`config.mk`:
```
export PLATFORM = sky130hd
export DESIGN_NAME = pmode_ladder_ctrl
export DESIGN_NICKNAME = d
export VERILOG_FILES = /design/src/rtl/pmode_pkg.sv /design/src/rtl/mode_step_check.sv /design/src/rtl/mode_hs_fsm.sv /design/src/rtl/mode_err_flag.sv /design/src/rtl/mode_permit_gate.sv /design/src/rtl/pmode_ladder_ctrl.sv
export SDC_FILE = /design/constraint.sdc
export NUM_CORES = 1
export LEC_CHECK = 0
export ABC_AREA = 1
export BUFFER_PORTS_ARGS = -buffer_cell sky130_fd_sc_hd__buf_2
export CAP_MARGIN = 40
export CORE_AREA = 2 2 39 41
export DETAILED_ROUTE_END_ITERATION = 12
export DIE_AREA = 0 0 41 43
export GPL_ROUTABILITY_DRIVEN = 1
export GPL_TIMING_DRIVEN = 0
export PLACE_DENSITY = 0.63
export SLEW_MARGIN = 20
export SYNTH_ARGS = -nofsm -noshare
export SYNTH_HDL_FRONTEND = slang
export SYNTH_SLANG_ARGS = --single-unit
```
`constraint.sdc`:
```
create_clock -name clk -period 1.4 [get_ports clk]
set_input_delay 0.35 -clock clk [delete_from_list [all_inputs] [get_ports clk]]
set_output_delay 0.35 -clock clk [all_outputs]
set_load 0.1 [all_outputs]
```
`src/rtl/pmode_pkg.sv`:
```
package pmode_pkg;

    typedef enum logic [1:0] {
        MODE_PDA  = 2'd0,
        MODE_ACT  = 2'd1,
        MODE_LP   = 2'd2,
        MODE_PDLP = 2'd3
    } pmode_t;

    typedef enum logic {
        ST_IDLE     = 1'b0,
        ST_WAIT_ACK = 1'b1
    } hs_state_t;

    // power-down rungs ask for the low-current regulator
    function automatic logic is_low_supply(pmode_t m);
        return (m == MODE_PDA) || (m == MODE_PDLP);
    endfunction

    // true when the two rungs are neighbours on the ladder
    function automatic logic is_adjacent(pmode_t a, pmode_t b);
        logic [2:0] ea;
        logic [2:0] eb;
        ea = {1'b0, a};
        eb = {1'b0, b};
        return (ea == eb + 3'd1) || (eb == ea + 3'd1);
    endfunction

endpackage

```
`src/rtl/mode_step_check.sv`:
```
module mode_step_check
    import pmode_pkg::*;
(
    input  logic   req_valid,
    input  pmode_t req_mode,
    input  pmode_t cur_mode,
    input  logic   busy,
    output logic   accept,
    output logic   reject
);
    logic legal_step;

    always_comb begin
        legal_step = is_adjacent(req_mode, cur_mode);
        accept     = req_valid && !busy && legal_step;
        reject     = req_valid && (busy || !legal_step);
    end

    always_comb begin
        AST_ACCEPT_REJECT_EXCL: assert (!(accept && reject));
    end
endmodule

```
`src/rtl/mode_hs_fsm.sv`:
```
module mode_hs_fsm
    import pmode_pkg::*;
(
    input  logic   clk,
    input  logic   rst_n,
    input  logic   accept,
    input  pmode_t req_mode,
    input  logic   ack_pulse,
    output logic   busy,
    output pmode_t fwd_mode,
    output pmode_t conf_mode
);
    hs_state_t state_q, state_d;
    pmode_t    fwd_q, conf_q;

    // state register
    always_ff @(posedge clk) begin
        if (!rst_n) state_q <= ST_IDLE;
        else        state_q <= state_d;
    end

    // next state: ACCEPT and COMPLETE transitions
    always_comb begin
        state_d = state_q;
        unique case (state_q)
            ST_IDLE:     if (accept)    state_d = ST_WAIT_ACK;
            ST_WAIT_ACK: if (ack_pulse) state_d = ST_IDLE;
        endcase
    end

    // mode registers
    always_ff @(posedge clk) begin
        if (!rst_n) begin
            fwd_q  <= MODE_ACT;
            conf_q <= MODE_ACT;
        end else begin
            unique case (state_q)
                ST_IDLE:     if (accept)    fwd_q  <= req_mode;
                ST_WAIT_ACK: if (ack_pulse) conf_q <= fwd_q;
            endcase
        end
    end

    // outputs
    always_comb begin
        busy      = (state_q == ST_WAIT_ACK);
        fwd_mode  = fwd_q;
        conf_mode = conf_q;
    end

    AST_BUSY_HOLDS_REQ: assert property (@(posedge clk) disable iff (!rst_n)
        busy |=> $stable(fwd_q));
    AST_ACK_COMMITS: assert property (@(posedge clk) disable iff (!rst_n)
        (busy && ack_pulse) |=> (!busy && conf_q == $past(fwd_q)));
    AST_STEP_ONE: assert property (@(posedge clk) disable iff (!rst_n)
        $rose(busy) |-> is_adjacent(fwd_q, conf_q));
    AST_IDLE_SYNC: assert property (@(posedge clk) disable iff (!rst_n)
        !busy |-> (fwd_q == conf_q));
endmodule

```
`src/rtl/mode_err_flag.sv`:
```
module mode_err_flag (
    input  logic clk,
    input  logic rst_n,
    input  logic set_err,
    input  logic clr_err,
    output logic err
);
    logic err_q;

    always_ff @(posedge clk) begin
        if (!rst_n)       err_q <= 1'b0;
        else if (set_err) err_q <= 1'b1;
        else if (clr_err) err_q <= 1'b0;
    end

    assign err = err_q;

    AST_ERR_STICKY: assert property (@(posedge clk) disable iff (!rst_n)
        (err_q && !clr_err) |=> err_q);
    AST_ERR_SET_WINS: assert property (@(posedge clk) disable iff (!rst_n)
        set_err |=> err_q);
endmodule

```
`src/rtl/mode_permit_gate.sv`:
```
module mode_permit_gate
    import pmode_pkg::*;
#(
    parameter int NUM_PERIPH = 4,
    parameter logic [NUM_PERIPH-1:0] RESTRICT_MASK = '1
) (
    input  logic                  clk,
    input  logic                  rst_n,
    input  pmode_t                conf_mode,
    input  pmode_t                fwd_mode,
    input  logic                  busy,
    output logic [NUM_PERIPH-1:0] permit
);
    logic full_power_ok;

    assign full_power_ok = !is_low_supply(conf_mode) && !(busy && is_low_supply(fwd_mode));

    for (genvar i = 0; i < NUM_PERIPH; i++) begin : g_permit
        if (RESTRICT_MASK[i]) begin : g_gated
            assign permit[i] = full_power_ok;
            AST_PERMIT_SAFE: assert property (@(posedge clk) disable iff (!rst_n)
                is_low_supply(conf_mode) |-> !permit[i]);
        end else begin : g_free
            assign permit[i] = 1'b1;
        end
    end
endmodule

```
`src/rtl/pmode_ladder_ctrl.sv`:
```
module pmode_ladder_ctrl
    import pmode_pkg::*;
#(
    parameter int NUM_PERIPH = 4,
    parameter logic [NUM_PERIPH-1:0] RESTRICT_MASK = 4'b0111
) (
    input  logic                  clk,
    input  logic                  rst_n,
    input  logic                  req_valid,
    input  logic [1:0]            req_mode,
    input  logic                  err_clr,
    input  logic                  pm_ack,
    output logic [1:0]            pm_req_mode,
    output logic                  pm_busy,
    output logic                  low_supply_req,
    output logic [1:0]            cur_mode,
    output logic                  err_flag,
    output logic [NUM_PERIPH-1:0] periph_permit
);
    logic   accept, reject, busy;
    pmode_t fwd_mode, conf_mode;

    mode_step_check u_check (
        .req_valid (req_valid),
        .req_mode  (pmode_t'(req_mode)),
        .cur_mode  (conf_mode),
        .busy      (busy),
        .accept    (accept),
        .reject    (reject)
    );

    mode_hs_fsm u_fsm (
        .clk       (clk),
        .rst_n     (rst_n),
        .accept    (accept),
        .req_mode  (pmode_t'(req_mode)),
        .ack_pulse (pm_ack),
        .busy      (busy),
        .fwd_mode  (fwd_mode),
        .conf_mode (conf_mode)
    );

    mode_err_flag u_err (
        .clk     (clk),
        .rst_n   (rst_n),
        .set_err (reject),
        .clr_err (err_clr),
        .err     (err_flag)
    );

    mode_permit_gate #(
        .NUM_PERIPH    (NUM_PERIPH),
        .RESTRICT_MASK (RESTRICT_MASK)
    ) u_permit (
        .clk       (clk),
        .rst_n     (rst_n),
        .conf_mode (conf_mode),
        .fwd_mode  (fwd_mode),
        .busy      (busy),
        .permit    (periph_permit)
    );

    assign pm_req_mode    = fwd_mode;
    assign pm_busy        = busy;
    assign cur_mode       = conf_mode;
    assign low_supply_req = is_low_supply(fwd_mode);

    AST_REJECT_KEEPS_IDLE: assert property (@(posedge clk) disable iff (!rst_n)
        (req_valid && !pm_busy && reject) |=> (!pm_busy && $stable(cur_mode)));
endmodule

```
After elaboration in Yosys (flattened, before gate mapping) --
Cells that the tools add are included.
Storage, ports and cells: input bits 7, register bits 6, output and inout bits 11
Operators by class: multiplexer cells 5, equal/unequal tests 4, add/sub/neg operators 2, reductions and logical operators 18, bitwise logic cells 1
Operators with widths (count):
- adder 2 x 1 -> 3 bit (second input constant) | 2
- equality test 2 x 3 -> 1 bit | 2
- logical AND 1 bit | 5
- equality test 2 bit (second input constant) | 2
- zero test 1 bit | 4
- zero test 2 bit | 2
- logical OR 1 bit | 4
- two-way mux 1 bit | 4
- AND reduction 2 bit | 2
- one-hot mux 1 bit (2 select lines) | 1
- nonzero test 2 bit | 1
- NOT 1 bit | 1

Depth between registers and ports, before layout --
Gate-level depths: netlist of the first run.
depth after elaboration 7, gate-level depth with buffers 9, gate-level depth less buffers 9

Hierarchy --
From an unflattened synthesis of the first run, not the netlist that was laid out.
Unflattened totals: cells, all modules 71, area total of the unflattened synthesis 436.7 um^2
Modules (own cells, without submodules):
- mode_hs_fsm | area an instance 188.9 um^2, cells each 25, instances 1
- mode_step_check | area an instance 115.1 um^2, cells each 22, instances 1
- mode_permit_gate | area an instance 70.1 um^2, cells each 13, instances 1
- mode_err_flag | area an instance 43.8 um^2, cells each 6, instances 1
- pmode_ladder_ctrl | area an instance 18.8 um^2, cells each 5, instances 1

Worst setup path after synthesis of the first run --
No wires, ideal clock.
path kind reg-to-output, start point reg u_fsm.fwd_q[1] (netlist: u_fsm.fwd_mode[1]), end point out periph_permit[0], arrival 2.929 ns, slack -1.879 ns, buffers on the path 1, cell stages (with the launch flop) 6, path through dfxtp_1 xnor2_1 nand2_1 nand2_1 inv_1 buf_4
On the way: cells in the longest elaborated chain, start to end 5
RTL lines:
- start, declared | RTL line mode_hs_fsm.sv:14 | pmode_t fwd_q, conf_q;
- start signal, assigned | RTL line mode_hs_fsm.sv:38 | ST_IDLE: if (accept) fwd_q <= req_mode;
- equality test 2 bit or zero test 2 bit (tied branches)
- logical OR 1 bit (*)
- net low_supply_req | RTL line pmode_ladder_ctrl.sv:15 | output logic low_supply_req,
- logical AND 1 bit (*) | RTL line mode_permit_gate.sv:16 | assign full_power_ok = !is_low_supply(conf_mode) && !(busy && is_low_supply(fwd_mode));
- zero test 1 bit (*) | RTL line mode_permit_gate.sv:16
- logical AND 1 bit (*) | RTL line mode_permit_gate.sv:16
- end, declared | RTL line pmode_ladder_ctrl.sv:18 | output logic [NUM_PERIPH-1:0] periph_permit
The timed path passes the listed nets; every way through them passes the cells marked *.

Worst setup path in the final report of the first run --
start point reg u_fsm.conf_q[1] (netlist: u_fsm.conf_mode[1]), end point out periph_permit[2]
On the way: cells in the longest elaborated chain, start to end 4
RTL lines:
- start, declared | RTL line mode_hs_fsm.sv:14
- start signal, assigned | RTL line mode_hs_fsm.sv:39 | ST_WAIT_ACK: if (ack_pulse) conf_q <= fwd_q;
- equality test 2 bit or zero test 2 bit (tied branches) | RTL line pmode_pkg.sv:17 | return (m == MODE_PDA) || (m == MODE_PDLP);
- logical OR 1 bit (*) | RTL line pmode_pkg.sv:17
- zero test 1 bit (*) | RTL line mode_permit_gate.sv:16
- logical AND 1 bit (*) | RTL line mode_permit_gate.sv:16
Mark *: on every way between the ends. The rest lies on a longest branch, timed or not.

==> results summary, run 1 <==
The repair_antennas step left the layout with diodes totalling 0. The fraction of the core area covered by cells at the end of the flow came out at a little over half. Clock-pin slew was measured on the worst setup and hold paths at approximately 0.05 ns. In this run the biggest area consumer among cell types represents between 30% and 40% of the synthesized area. For this design the static power due to leakage is ~0.4 nW. The post-layout net count came out at 93.

The hold violation total from the final report came out at 0. The gate count after technology mapping came out at 60. The share of total power consumed by net switching is a little under half.

The part of the power in registers is 23.3%. The flow ran to the end, but the final reports show violations. In this run the worst hold path is classified as input pin to flop.

The initial core utilization is about 29%. The power density over cell area came out at between 1000 and 1500 nW/um^2. The via density per instance came out at about 4.4. The via total after detailed routing came out at roughly 430.

The number of port buffers is 16. Hold timing on the final database bottoms out at a slack of about 0.33 ns. In this run, post-CTS hold repair placed 0 buffers.

The post-synthesis net count came out at between 60 and 70. TritonCTS built the clock tree. At the worst endpoint, the arrival time is about 1.3 ns. Traced cell by cell, the critical path runs through ha_4, nand2_4, inv_6, buf_12, buf_16. The fill cell instance count of the final layout came out at ~130. The top cell type by total area after synthesis is sky130_fd_sc_hd__dfxtp_1. The count of unresolved DRC violations after routing came out at 0. The share of the yosys chip area belonging to registers came out at a little under a third.

The final wirelength is 984 um. The largest individual stage delay along the critical path comes from the cell sky130_fd_sc_hd__dfxtp_4. The number of placed I/O pins is 18. Counting distinct cell types in the post-synthesis netlist gives 17. The number of cells after detailed placement came out at ~90. VDD sags by at most around 690 uV. The worst setup path is launched from a flop. The cell area after synthesis is 399.1 um^2. The pin count of the biggest net entering global routing is 6.

The root buffer selected by CTS is sky130_fd_sc_hd__clkbuf_4. The total grt overflow is 0. The number of global-route vias before repair came out at 394. The iteration count of the initial detailed-routing pass came out at 2. The internal power contribution is about 470 uW. The clock network latency to the later pin of the worst-skew pair came out at ~0.25 ns.

The placer's final routability congestion estimate is roughly 0.75. The clock buffer count from CTS is 3. The core region area is ~1400 um^2. The clock arrives with about 0.0096 ns of skew. The number of placement rows is 14.

The largest incremental delay on the critical path is between 0.3 and 0.4 ns. The number of standard cells in the layout, taps in and fillers out is 99. Counting I/O delays and the setup requirement, the final critical path takes about 1.6 ns. Detailed placement finished with a half-perimeter wire length of between 600 and 700 um. The final clock period utilization by the worst path came out at 116.2%. Once placement finished, the instance area stood at between 500 and 600 um^2. The post-layout worst setup margin came out at -0.2267 ns. The max-slew violation count came to 0.

The width of the chip is just over 40 um. In this run, the number of DRC markers left after iteration 0 of detailed routing was 3. The die covers 1763 um^2.

The final reports fail on setup timing. The clock network fraction of total power is 19.5%. In this run the number of H-tree levels came out at 1. The combinational power share came out at between 50% and 60%. The type of the setup path with the least slack is flop to primary output. Dividing the synthesized area by the synthesized cell count gives 6.652 um^2. Max-cap violations in this run came to 0.

After synthesis, the cell types taking the most area are sky130_fd_sc_hd__dfxtp_1 30%, sky130_fd_sc_hd__nand2_1 16%, sky130_fd_sc_hd__inv_1 13%. For the worst setup path, the data required time is approximately 1.1 ns. In this run, synthesis produced a sequential element count of 6.

The number of warning messages in the yosys log came out at 0. The largest driver fanout on the critical path is 3. The global-route wire length before repair is roughly 1600 um. The height of the die is about 43 um. The total routing usage reported by global routing came out at between 10 and 15%.

The switching power of the nets came out at just over 400 uW. The finished cells cover ~740 um^2. Setup repair after global routing could not meet its margin everywhere. The first element of the critical path is u_fsm.conf_mode[1].

Counting along the longest clock path gives a buffer depth of 2. The worst setup path is captured at a primary output. The startpoint identified for the worst hold timing path is rst_n. Setup violations remaining at the end of the flow were counted as 5. The reg-to-reg startpoint is u_fsm.conf_mode[1]. The final antenna-violating net count is 0.

The initial antenna violation count came out at 0. Relative to the synthesized area, the layout overhead comes to 84.33%. Static timing analysis puts the maximum clock frequency at between 600 and 700 MHz. The post-layout total power is about 900 uW. The detailed-route wire length per cell came out at ~10 um. The share of cells above drive strength 1 is about 53%. The number of clock sinks seen by CTS is 6.
-- power groups by stage --
stage	logic [mW]	registers (mW)	clock network, mW
after global placement	0.404	0.206	0
after floorplan	0.262	0.300	0
final	0.503	0.204	0.171
after global routing	0.525	0.207	0.192
after CTS	0.475	0.204	0.183
after detailed placement	0.407	0.206	0
-- stage by stage --
step / setup WS [ns] / setup TNS, ns
3_5_place_dp: -0.3310 / -1.061
2_1_floorplan: -0.4845 / -1.502
5_1_grt: -0.2641 / -0.9597
6_report: -0.2267 / -0.7249
4_1_cts: -0.2273 / -0.7837
3_3_place_gp: -0.3154 / -0.9582
-- final timing paths --
kind                             to  slack, ns  cells after the start
hold reg to reg           u_err.err       0.46                      2
setup / recovery   periph_permit[2]      -0.23                      5
setup reg to reg  u_fsm.fwd_mode[1]       0.07                     10
hold / removal    u_fsm.fwd_mode[0]       0.33                      2
-- cell usage in the layout (no fill, tap or decap) --
master and count:
sky130_fd_sc_hd__ha_1 1, sky130_fd_sc_hd__inv_1 13, sky130_fd_sc_hd__nand3_4 1, sky130_fd_sc_hd__nand3_1 1, sky130_fd_sc_hd__buf_4 8, sky130_fd_sc_hd__o21ai_0 1, sky130_fd_sc_hd__ha_4 1, sky130_fd_sc_hd__a21oi_1 3
sky130_fd_sc_hd__nor2_4 1, sky130_fd_sc_hd__buf_2 9, sky130_fd_sc_hd__nor2_1 1, sky130_fd_sc_hd__nand2_4 2, sky130_fd_sc_hd__nand2_2 5, sky130_fd_sc_hd__inv_6 1, sky130_fd_sc_hd__clkbuf_1 1, sky130_fd_sc_hd__dfxtp_1 1
sky130_fd_sc_hd__nand3_2 1, sky130_fd_sc_hd__clkbuf_4 3, sky130_fd_sc_hd__dfxtp_2 1, sky130_fd_sc_hd__buf_12 5, sky130_fd_sc_hd__xnor2_4 1, sky130_fd_sc_hd__nand3b_1 1, sky130_fd_sc_hd__conb_1 1, sky130_fd_sc_hd__dfxtp_4 4
sky130_fd_sc_hd__nand2_1 12, sky130_fd_sc_hd__o211ai_1 1, sky130_fd_sc_hd__buf_16 1, sky130_fd_sc_hd__nand4_1 2
-- critical path: cells and delay by family (launching register included) --
kind                     cells  cell delay (ns)
adder cells (fa/ha/maj)      1             0.28
buffers and inverters        3             0.33
flip-flops                   1             0.35
AND/OR/NAND/NOR              1             0.06
-- per-layer routing --
layer  share of wire (%)  track usage, %
met5                   0               0
met1                  36           14.61
met3                 2.8           3.141
met2                  57           20.63
met4                 3.3           14.00
-- layout make-up --
cell class	instances	area, um^2	area share [%]
flip-flops and latches	6	136.4	18.54
plain buffers	4	67.56	9.184
repair buffers	19	165.2	22.45
inverters	14	57.56	7.823
clock buffers	4	26.28	3.571
well taps	16	20.02	2.721
multi-input cells	36	262.8	35.71
-- state kept, by name, summed over array words and instances (netlist names) --
register         flops
u_fsm.conf_mode      2
u_fsm.fwd_mode       2
u_fsm.busy           1
u_err.err            1
-- cells by family (layout without fill, tap and decap cells) --
logic type                 Yosys count  after routing  share of synthesized area (%)
and+or+nand+nor                     27             27                          32.91
buffers and inverters               18             41                          20.69
DFF                                  6              6                          30.10
AOI/OAI and AO/OA                    5              5                          6.895
adders and majority gates            2              2                          6.269
other                                1              1                         0.9395
xor gates and xnor gates             1              1                          2.195
-- timing repair --
action | in CTS | in global routing
pin swaps | 2 | 7
setup buffers | 2 | 2
cloned | 0 | 0
resized for setup | 22 | 7
endpoints found under the setup margin | 8 | 10
-- synth_stat cells --
cell,count
sky130_fd_sc_hd__nand3_2,1
sky130_fd_sc_hd__nand2_1,17
sky130_fd_sc_hd__buf_4,4
sky130_fd_sc_hd__a21oi_1,3
sky130_fd_sc_hd__nand2_2,2
sky130_fd_sc_hd__dfxtp_1,6
sky130_fd_sc_hd__xnor2_1,1
sky130_fd_sc_hd__nand3_1,2
sky130_fd_sc_hd__nor2_1,1
sky130_fd_sc_hd__nand4_1,2
sky130_fd_sc_hd__o21ai_0,1
sky130_fd_sc_hd__nand3b_1,1
sky130_fd_sc_hd__o211ai_1,1
sky130_fd_sc_hd__ha_1,2
sky130_fd_sc_hd__conb_1,1
sky130_fd_sc_hd__nor2_4,1
sky130_fd_sc_hd__inv_1,14
No activity file was read; power rests on OpenSTA's default activity.
==> run 2, diff against run 1 <==
--- a/config.mk
+++ b/config.mk
@@ -13,8 +13,9 @@
 export DIE_AREA = 0 0 41 43
 export GPL_ROUTABILITY_DRIVEN = 1
 export GPL_TIMING_DRIVEN = 0
-export PLACE_DENSITY = 0.63
+export PLACE_DENSITY = 0.66
 export SLEW_MARGIN = 20
 export SYNTH_ARGS = -nofsm -noshare
 export SYNTH_HDL_FRONTEND = slang
+export SYNTH_HIERARCHICAL = 1
 export SYNTH_SLANG_ARGS = --single-unit
==> results summary, run 2 <==
The type of the setup path with the least slack is flop to primary output. The final antenna-violating net count is 0. The post-layout worst setup margin is -0.1613 ns. For hold timing, the worst endpoint is u_fsm/fwd_mode[0]. Counting along the longest clock path gives a buffer depth of 2.

Of all nets on the critical path, the largest fanout is 3. For this run, the top clock speed supported by timing is approximately 640 MHz. The hold violation total from the final report is 0. The detailed placer's ending HPWL came out at a little under 700 um.

The clock tree skew after final layout came out at between 0.01 and 0.015 ns. The tightest min-delay check is of the input pin to flop type. The final wirelength is a little under 1000 um.

Of the cells placed in the final design, the portion with a size suffix greater than 1 is 46.94%. For this design, the slowest cell found on the critical path is sky130_fd_sc_hd__dfxtp_4. After detailed routing, the average wire length per cell comes to 8.684 um. The fraction of met3 tracks used by global routing came out at 6.283%.

The post-synthesis net count came out at 80. The busiest metal layer after global routing is met2. The number of port buffers came out at 16. In this run the number of H-tree levels came out at 1. The clock-pin slew on the worst setup and hold paths came out at 0.05 ns. Synthesis produced a netlist whose cell count is 71.

The initial antenna violation count came out at 0. The core region area is between 1000 and 1500 um^2. In the layout the commonest cells are 16 x sky130_fd_sc_hd__inv_1, 16 x sky130_fd_sc_hd__nand2_1, 11 x sky130_fd_sc_hd__buf_4, 7 x sky130_fd_sc_hd__buf_2.

The number of synthesized register bits came out at 6. The clock network latency to the later pin of the worst-skew pair is between 0.2 and 0.3 ns. At the worst endpoint, the required time is between 1 and 1.5 ns. After synthesis, the cell types taking the most area are sky130_fd_sc_hd__dfxtp_1 28%, sky130_fd_sc_hd__nand2_1 17%, sky130_fd_sc_hd__inv_1 15%.

The clock buffer count from CTS came out at 3. STA classifies the critical path endpoint as a primary output. The number of clock sinks seen by CTS is 6.

The prevailing post-synth register cell is sky130_fd_sc_hd__dfxtp_1. The global-route met2 utilization came out at 21.25%. The pin count of the biggest net entering global routing is 8. The setup slack of the most critical reg-to-reg path came out at -0.09 ns. At the end of the flow the core is filled with cells to 55.06%. The standby leakage power came out at approximately 0.42 nW. Of the post-synthesis cell area, the dominant cell type holds between 20 and 30%. Summed over all instances, the cell type with the most area after synthesis is sky130_fd_sc_hd__dfxtp_1. The via density per instance came out at between 4 and 5.

The number of standard cells in the layout, taps in and fillers out is between 100 and 150. The maximum ir drop on the vdd rail is 804.9 uV. For this run, the number of Yosys warnings is 6. The floorplan step defined a die boundary enclosing between 1500 and 2000 um^2.

The met1 track demand over resource came out at roughly 17%. sky130_fd_sc_hd__nand2_1 is the most common cell in the netlist. The max-slew violation count is 0. The average cell area after synthesis is 6.150 um^2. The cell depth of the worst hold path is 2. Hold repair after CTS inserted 0 buffers. The height of the die came out at between 40 and 50 um.

The total routing usage reported by global routing is around 15%. The worst register-to-register path begins at u_fsm/conf_mode[1]. In this run, placement finished with an instance count of 103. For the worst setup path, the data arrival time is roughly 1.2 ns.

The first routing iteration left 3 violations. The share of the yosys chip area belonging to registers is 27.51%. Measured in cells, the most critical reg-to-reg path has a length of 11. The iteration count of the initial detailed-routing pass came out at 3. The post-layout minimum cycle time came out at about 1.6 ns. The detailed router placed approximately 500 vias in this run. In this run the critical register-to-register path is captured at u_fsm/fwd_mode[0]. The area growth from synthesis to layout is 74.50%. The count of endpoints failing setup in the final report is 6.

The tree is rooted in a sky130_fd_sc_hd__clkbuf_4. The signal on the critical path passes through xor2_1, nand2_1, inv_2, buf_6, buf_12. Setup repair after global routing could not meet its margin everywhere. The max-cap check violation count came out at 0.

Ranked by instance count, the synthesized netlist is headed by 20 x sky130_fd_sc_hd__nand2_1, 17 x sky130_fd_sc_hd__inv_1, 6 x sky130_fd_sc_hd__dfxtp_1. The global-route wire length before repair is around 1700 um. The critical path launch point type is a flop. The number of placed I/O pins came out at 18. The setup TNS is -0.6615 ns. The count of unique library cells instantiated by Yosys came out at 17. After synthesis the cells add up to around 440 um^2. The largest incremental delay on the critical path is ~0.35 ns. Routability-driven placement finished with a final weighted congestion of approximately 0.75. Once the floorplan was initialized, standard cells occupied about a third of the core. The repair_antennas step left the layout with diodes totalling 0. After layout, the design draws a total of roughly 940 uW. The final reports fail on setup timing. The hold path startpoint is rst_n.

The final clock period utilization by the worst path is 111.5%. TritonCTS built the clock tree. The number of global-route vias before repair is 461.

For this design the ratio of total power to cell area is roughly 1200 nW/um^2. The number of enable-type register cells in the synthesized netlist came out at 0. The share of async-settable or async-resettable flops after synthesis came out at 0%.

The number of placement rows came out at 14. The count of unresolved DRC violations after routing came out at 0. The total grt overflow is 0.

The flow ran to the end, but the final reports show violations. The post-layout net count came out at 108. The width of the chip came out at between 40 and 50 um.
run 2: cell types whose count changed after synthesis, moves of 2 or more:
cell                      change
sky130_fd_sc_hd__inv_1        +3
sky130_fd_sc_hd__nand2_1      +3
sky130_fd_sc_hd__nand3_1      +3
sky130_fd_sc_hd__nor2_1       +3
sky130_fd_sc_hd__nand2_2      -2
sky130_fd_sc_hd__nand4_1      -2
sky130_fd_sc_hd__nor2_2       +2
run 2: worst max-delay path by stage:
stage	start	end	slack, ns
6_report	u_fsm/conf_mode[0]	periph_permit[2]	-0.16
5_1_grt	u_fsm/conf_mode[0]	periph_permit[1]	-0.23
4_1_cts	u_fsm/conf_mode[0]	periph_permit[1]	-0.16
3_5_place_dp	u_fsm/conf_mode[0]	periph_permit[0]	-0.16
3_3_place_gp	u_fsm/conf_mode[0]	periph_permit[0]	-0.16
2_1_floorplan	u_fsm/conf_mode[0]	u_fsm/fwd_mode[0]	-0.07
run 2: worst max-delay path, delay by kind of cell, from the launching register on:
family | cells | cell delay [ns]
XOR/XNOR | 1 | 0.15
flip-flops | 1 | 0.35
buffers and inverters | 3 | 0.37
AND/OR/NAND/NOR | 1 | 0.08
run 2: final cells by class:
cell class / instances / area, um^2
Timing Repair Buffer: 23 / 209.0
Inverter: 18 / 67.56
Buffer: 4 / 50.05
Clock buffer: 4 / 26.28
Multi-Input combinational cell: 43 / 250.2
Sequential cell: 6 / 138.9
Tap cell: 16 / 20.02
Fill cell: 142 / 621.8
run 2: cells by family (layout without fill, tap and decap cells):
logic type / after synthesis / count (layout) / synth area share (%)
compound gates: 6 / 6 / 8.311
xor+xnor: 1 / 1 / 2.006
fa+ha+maj: 2 / 2 / 5.730
buf+inv: 22 / 49 / 22.35
flops: 6 / 6 / 27.51
other cells: 1 / 1 / 0.8588
simple gates: 33 / 33 / 33.24
run 2: what timing repair did:
item,in CTS,in global routing
endpoints found under the hold margin,0,0
setup buffers,5,2
setup endpoints to repair,8,11
gates resized for setup,17,9
pin swaps,0,1
run 2: routing by layer:
| layer | wire length [um] | share of wire, % |
|---|---|---|
| met1 | 383 | 39 |
| met2 | 497 | 50 |
| met3 | 78 | 7.9 |
| met4 | 30 | 3.0 |
| met5 | 0 | 0 |
run 2: metrics by stage:
stage	cell area, um^2	setup slack [ns]	hold WS, ns
after floorplan	498.0	-0.07238	0.4334
after global placement	598.1	-0.1587	0.4513
after detailed placement	598.1	-0.1620	0.4564
after CTS	720.7	-0.1572	0.3186
after global routing	762.0	-0.2315	0.3354
final	762.0	-0.1613	0.3380
run 2: where the power goes:
group	switching, mW	total (mW)	internal (mW)
Clock	0.0720	0.181	0.109
Combinational	0.367	0.558	0.191
Sequential	0.0167	0.203	0.186
